## config.mk

```make
export PLATFORM = sky130hd
export DESIGN_NAME = lus_interlock
export DESIGN_NICKNAME = d
export VERILOG_FILES = /design/src/rtl/lus_pkg.sv /design/src/rtl/lus_src_match.sv /design/src/rtl/lus_ctl_stage.sv /design/src/rtl/lus_interlock.sv
export SDC_FILE = /design/constraint.sdc
export NUM_CORES = 1
export LEC_CHECK = 0
export CAP_MARGIN = 40
export CORE_MARGIN = 2
export CORE_UTILIZATION = 45
export CTS_BUF_LIST = sky130_fd_sc_hd__clkbuf_8
export DETAILED_ROUTE_END_ITERATION = 7
export PLACE_DENSITY_LB_ADDON = 0.2
export SYNTH_ARGS = -nofsm -noshare
export SYNTH_HDL_FRONTEND = slang
export SYNTH_SLANG_ARGS = --single-unit
```

## constraint.sdc

```tcl
create_clock -name clk -period 2 [get_ports clk]
set_input_delay 0.5 -clock clk [delete_from_list [all_inputs] [get_ports clk]]
set_output_delay 0.5 -clock clk [all_outputs]
set_load 0.03 [all_outputs]
```

## src/rtl/lus_pkg.sv

```systemverilog
package lus_pkg;
   localparam int LUS_MAX_REG_W   = 8;
   localparam int LUS_BACK_STAGES = 3;   // execute, memory, writeback

   typedef struct packed {
      logic                     valid;
      logic                     load;
      logic                     reg_we;
      logic                     mem_we;
      logic [LUS_MAX_REG_W-1:0] rd;
   } lus_ctl_t;

   localparam lus_ctl_t LUS_BUBBLE = '0;
endpackage

```

## src/rtl/lus_src_match.sv

```systemverilog
module lus_src_match #(
   parameter int REG_W              = 5,
   parameter int NUM_SRC            = 2,
   parameter bit ZERO_REG_HARDWIRED = 1'b1
) (
   input  logic [NUM_SRC-1:0][REG_W-1:0] src_idx,
   input  logic [NUM_SRC-1:0]            src_en,
   input  logic [REG_W-1:0]              ld_rd,
   input  logic                          ld_active,
   output logic                          hit
);
   logic [NUM_SRC-1:0] match;
   logic               rd_live;

   if (NUM_SRC < 1) begin : g_bad_src
      $error("lus_src_match: NUM_SRC must be at least 1");
   end

   for (genvar g = 0; g < NUM_SRC; g++) begin : g_src
      assign match[g] = src_en[g] && (src_idx[g] == ld_rd);
   end

   if (ZERO_REG_HARDWIRED) begin : g_zero_hw
      assign rd_live = |ld_rd;
   end else begin : g_zero_gp
      assign rd_live = 1'b1;
   end

   assign hit = ld_active && rd_live && (|match);
endmodule

```

## src/rtl/lus_ctl_stage.sv

```systemverilog
module lus_ctl_stage
   import lus_pkg::*;
(
   input  logic     clk,
   input  logic     rst_n,
   input  lus_ctl_t d,
   input  logic     kill,
   output lus_ctl_t q
);
   always_ff @(posedge clk) begin
      if (!rst_n)    q <= LUS_BUBBLE;
      else if (kill) q <= LUS_BUBBLE;
      else           q <= d;
   end
endmodule

```

## src/rtl/lus_interlock.sv

```systemverilog
module lus_interlock
   import lus_pkg::*;
#(
   parameter int REG_W              = 5,
   parameter bit ZERO_REG_HARDWIRED = 1'b1
) (
   input  logic             clk,
   input  logic             rst_n,
   input  logic             f_valid,
   input  logic             f_load,
   input  logic [REG_W-1:0] f_rd,
   input  logic             f_reg_we,
   input  logic             f_mem_we,
   input  logic [REG_W-1:0] f_rs1,
   input  logic             f_rs1_used,
   input  logic [REG_W-1:0] f_rs2,
   input  logic             f_imm,
   output logic             stall_o,
   output logic             ex_bubble_o,
   output logic             mem_we_o,
   output logic             wb_retire_o,
   output logic             wb_we_o,
   output logic [REG_W-1:0] wb_rd_o
);
   localparam int NSRC   = 2;
   localparam int ST_EX  = 0;
   localparam int ST_MEM = 1;
   localparam int ST_WB  = LUS_BACK_STAGES - 1;

   if (REG_W < 1 || REG_W > LUS_MAX_REG_W) begin : g_bad_w
      $error("lus_interlock: REG_W out of range");
   end

   lus_ctl_t   fe_ctl;
   lus_ctl_t   st_d [LUS_BACK_STAGES];
   lus_ctl_t   st_q [LUS_BACK_STAGES];
   logic       st_kill [LUS_BACK_STAGES];
   logic [REG_W-1:0] ex_rd;
   logic       hazard;
   logic       bubble_q;
   logic [NSRC-1:0][REG_W-1:0] srcs;
   logic [NSRC-1:0]            src_en;

   always_comb begin
      fe_ctl        = LUS_BUBBLE;
      fe_ctl.valid  = f_valid;
      fe_ctl.load   = f_valid && f_load;
      fe_ctl.reg_we = f_valid && f_reg_we;
      fe_ctl.mem_we = f_valid && f_mem_we;
      fe_ctl.rd     = LUS_MAX_REG_W'(f_rd);
   end

   assign ex_rd  = st_q[ST_EX].rd[REG_W-1:0];
   assign srcs   = {f_rs2, f_rs1};
   assign src_en = {!f_imm, f_rs1_used};

   lus_src_match #(
      .REG_W              (REG_W),
      .NUM_SRC            (NSRC),
      .ZERO_REG_HARDWIRED (ZERO_REG_HARDWIRED)
   ) u_match (
      .src_idx   (srcs),
      .src_en    (src_en),
      .ld_rd     (ex_rd),
      .ld_active (f_valid && st_q[ST_EX].valid && st_q[ST_EX].load),
      .hit       (hazard)
   );

   for (genvar g = 0; g < LUS_BACK_STAGES; g++) begin : g_stage
      if (g == 0) begin : g_head
         assign st_d[g]    = fe_ctl;
         assign st_kill[g] = hazard;
      end else begin : g_body
         assign st_d[g]    = st_q[g-1];
         assign st_kill[g] = 1'b0;
      end
      lus_ctl_stage u_stage (
         .clk   (clk),
         .rst_n (rst_n),
         .d     (st_d[g]),
         .kill  (st_kill[g]),
         .q     (st_q[g])
      );
   end

   always_ff @(posedge clk) begin
      if (!rst_n) bubble_q <= 1'b0;
      else        bubble_q <= hazard;
   end

   assign stall_o     = hazard;
   assign ex_bubble_o = bubble_q;
   assign mem_we_o    = st_q[ST_MEM].valid && st_q[ST_MEM].mem_we;
   assign wb_retire_o = st_q[ST_WB].valid;
   assign wb_rd_o     = st_q[ST_WB].rd[REG_W-1:0];

   if (ZERO_REG_HARDWIRED) begin : g_wb_zero
      assign wb_we_o = st_q[ST_WB].valid && st_q[ST_WB].reg_we && (|wb_rd_o);
      AST_NO_R0_WRITE: assert property (@(posedge clk) disable iff (!rst_n)
         wb_we_o |-> (wb_rd_o != '0));
   end else begin : g_wb_plain
      assign wb_we_o = st_q[ST_WB].valid && st_q[ST_WB].reg_we;
   end

   logic spare_unused;
   assign spare_unused = ^{st_q[ST_WB].load, st_q[ST_WB].mem_we, st_q[ST_WB].rd};

   // Checks on the interlock and the bubble as it drains
   AST_STALL_ONE_CYCLE: assert property (@(posedge clk) disable iff (!rst_n)
      stall_o |=> !stall_o);
   AST_STALL_NEEDS_LOAD: assert property (@(posedge clk) disable iff (!rst_n)
      stall_o |-> $past(f_valid && f_load && !stall_o));
   AST_BUBBLE_IN_EX: assert property (@(posedge clk) disable iff (!rst_n)
      stall_o |=> ex_bubble_o);
   AST_BUBBLE_NO_MEM_WE: assert property (@(posedge clk) disable iff (!rst_n)
      stall_o |-> ##2 !mem_we_o);
   AST_BUBBLE_NO_RETIRE: assert property (@(posedge clk) disable iff (!rst_n)
      stall_o |-> ##3 (!wb_retire_o && !wb_we_o));
   AST_R0_NO_STALL: assert property (@(posedge clk) disable iff (!rst_n)
      (ZERO_REG_HARDWIRED && ex_rd == '0) |-> !stall_o);
   AST_RESET_QUIET: assert property (@(posedge clk)
      !rst_n |=> (!mem_we_o && !wb_retire_o && !ex_bubble_o));
endmodule

```

==> summary.md <==
| Metric | Value |
|---|---|
| Compound-gate portion of the synthesized area | around 8.4% |
| Tmin final | 2.04 ns |
| Synth top area share | 54.9% |
| Largest family of logic cells by synthesized area | simple AND/OR/NAND/NOR gates |
| Most frequent cell after synthesis | dfxtp_1 |
| Final max-slew violation count | 0 |
| CORE AREA | 1940 um2 |
| Register bit total from synthesis | 25 |
| Total GRT Usage | ~15% |
| CTS max path bufs | 2 |
| First-pass GRT wire length | between 2000 and 3000 um |
| Max Cap Violations | 0 |
| Pwr dens | around 700 nW/um2 |
| Final worst path period share | 102% |
| Part of the power in registers | 57.1% |
| Synth Area in Adders | 0% |
| Via Count | 690 |
| Hold Vio Cnt, Final | 0 |
| Die Area | 2400 um2 |
| CTS tree | yes |
| Mean Syn Cell Area | 10.1 um2 |
| Clock power frac | 30.8% |
| Fill count | 167 |
| Worst reg2reg startpoint | g_stage[0].u_stage.q[2] |
| Worst-case hold slack | between 0.4 and 0.5 ns |
| RSZ-0062 raised after global routing | true |
| Avg Vias per Cell | 4.60 |
| Sequential-to-total area share from yosys stat | 54.9% |
| Post-synth EDFFs | 0 |
| Largest stage delay, worst path | 0.41 ns |
| Worst skew pair latency | between 0.2 and 0.3 ns |
| Combinational fraction of design power | a little under an eighth |
| Max_slew headroom | 78.9% |
| Clock tree sinks | 25 |
| Dpl cell area | 1230 um2 |
| Clock slew seen by the registers of the worst setup and hold paths | roughly 0.080 ns |
| Worst Min Path Start | g_stage[1].u_stage.q[0] |
| Hold depth | 1 |
| Post-route cell area | 1310 um2 |
| DRC violations left | 0 |
| Top_reg_cell synth | dfxtp_1 |
| RR Endpoint | ex_bubble_o |
| Largest net degree at the start of global routing | 26 |
| Number of global-route vias before repair | 690 |
| # nets final | 147 |
| DRT Pass-1 Iters | 4 |
| Pint | 0.721 mW |
| Element type at the critical path start | primary input |
| DP Worst Slack | -0.354 ns |
| Post-synthesis async set-or-reset flop share | 0% |
| Share of cells above drive strength 1 | a little over a fifth |
| Area leader, netlist | dfxtp_1 |
| Total power | a little over 0.9 mW |
| Critical Path Fanout Max | 2 |
| Worst path arrival time | 1.54 ns |
| Chip width | roughly 50 um |
| Die Ht | 49.0 um |
| Clock root buffer master | clkbuf_8 |
| Post-Syn Area | 911 um2 |
| P_sw | 0.199 mW |
| Buffers on Ports | 32 |
| # diodes | 0 |
| Starting Density | between 40% and 50% |
| Synth unique cells | 17 |
| Worst Clk Skew | 0.00112 ns |
| TritonCTS buffer count | 3 |
| Setup violations, final | 1 |
| DRT iter0 DRCs | 10 |
| Setup Crit Path Kind | primary input to output port |
| GRT Residual Overflow | 0 |
| Synth Instances | 90 |
| H-Tree Depth | 1 |
| Synth area leaders | dfxtp_1, and2_1, xnor2_1 |
| Antenna violations before repair | 0 |
| XOR/XNOR share of the synthesized area | 9.62% |
| Setup ws final | -0.0432 ns |
| Slowest CP cell | clkdlybuf4s50_1 |
| Worst setup EP type | output port |
| Routed wire per std cell | a little over 10 um |
| Fmax | approximately 0.49 GHz |
| Post-synth net total | about 110 |
| Rows | 16 |
| Ys Warns | 0 |
| Crit path cell chain | clkdlybuf4s50_1, o32ai_2, and2_4, buf_6 |
| Post-synthesis mux area share | 0% |
| Commonest cells post-synth | dfxtp_1, and2_1, a21oi_1 |
| I/O pin cnt | 33 |
| Routed wire length | 1560 um |
| Failing checks | negative setup slack |
| FF-to-FF setup slack | 0.56 ns |
| Sum Neg Setup Slack | -0.0432 ns |
| Switching Fraction | 21.6% |
| Area grow syn2layout | 43.8% |
| Dpl hpwl | about 1200 um |
| FF+latch area | slightly above 500 um2 |
| Least-Margin Pin Slew | 0.315 ns |
| Worst path required time | 1.50 ns |
| Post-Synth Simple-Gate Area | 20.5% |
| Area of the multi-input gates | 379 um2 |
| Worst vdd ir | 0.529 mV |
| Hold WC Path Type | flip-flop to flip-flop |
| Antenna viol nets, final | 0 |
| Leakage power | 0.551 nW |
| Worst r2r path cells | 6 |
| Routability Congestion | around 0.78 |
| Worst Hold Path EP | g_stage[2].u_stage.q[0] |
| Run status | complete, but fails checks |
## cell usage in the layout (no fill, tap or decap), types with 2 or more instances in the layout
cell type and instances:
nand4_1 2, dlygate4sd2_1 5, clkdlybuf4s50_1 20, nand3_1 4, buf_4 6, nand2_1 7
clkbuf_8 3, xnor2_1 6, a21oi_1 9, buf_2 5, dfxtp_4 4, dfxtp_1 21
xnor2_2 3, and2_1 16
## power groups by stage
stage                     Sequential, mW  Combinational (mW)  Clock (mW)
after global placement             0.539               0.108           0
after floorplan                    0.537              0.0527           0
final                              0.525               0.111       0.284
after CTS                          0.526               0.112       0.293
after global routing               0.528               0.122       0.317
after detailed placement           0.539               0.111           0
## cell families after synthesis
| kind of cell | after synthesis |
|---|---|
| and+or+nand+nor | 34 |
| xor gates and xnor gates | 10 |
| DFF | 25 |
| AOI/OAI and AO/OA | 12 |
| buffers and inverters | 9 |
## metrics by stage
stage / cells / util (%)
finish: 150 / 67.5
global route: 150 / 67.5
detailed placement: 144 / 63.5
CTS: 150 / 67.2
floorplan: 90 / -
global placement: 144 / 63.5
## cell type report
| cell class | count | share of cell area [%] |
|---|---|---|
| clock inverters | 1 | 0.382 |
| multi-input cells | 56 | 28.9 |
| clock buffers | 3 | 3.15 |
| repair buffers | 38 | 25.6 |
| flip-flops and latches | 25 | 39.4 |
| well taps | 27 | 2.58 |
## layer usage
layer,wire length [um],GRT usage (%)
met1,673,16.6
met2,791,26.7
met3,67,2.76
met4,25,7.14
met5,0,0
## how the worst max path moves through the flow
stage                     slack, ns                     from  depth (start not counted)       to
after floorplan                0.04                 f_rs2[0]                          5  stall_o
after global placement        -0.35                 f_rs2[0]                          6  stall_o
after detailed placement      -0.35                 f_rs2[0]                          6  stall_o
after CTS                     -0.03  g_stage[0].u_stage.q[2]                          5  stall_o
after global routing          -0.09  g_stage[0].u_stage.q[2]                          5  stall_o
final                         -0.04                    f_imm                          4  stall_o
## state kept, by name, summed over array words and instances, names as in the netlist
register	cells
g_stage.u_stage.q	24
ex_bubble_o	1
## worst max-delay path: cells and delay by family
family | cells | cell delay, ns
buffers and inverters | 2 | 0.53
AO/OA/AOI/OAI | 1 | 0.31
AND/OR/NAND/NOR | 1 | 0.20
## what timing repair did
action | CTS | global route
gates resized for setup | 39 | 2
pin swaps | 13 | 3
setup buffers | 2 | 0
hold buffers | 0 | 0
setup endpoints to repair | 2 | 1
Power figures use the tool's default switching activity.
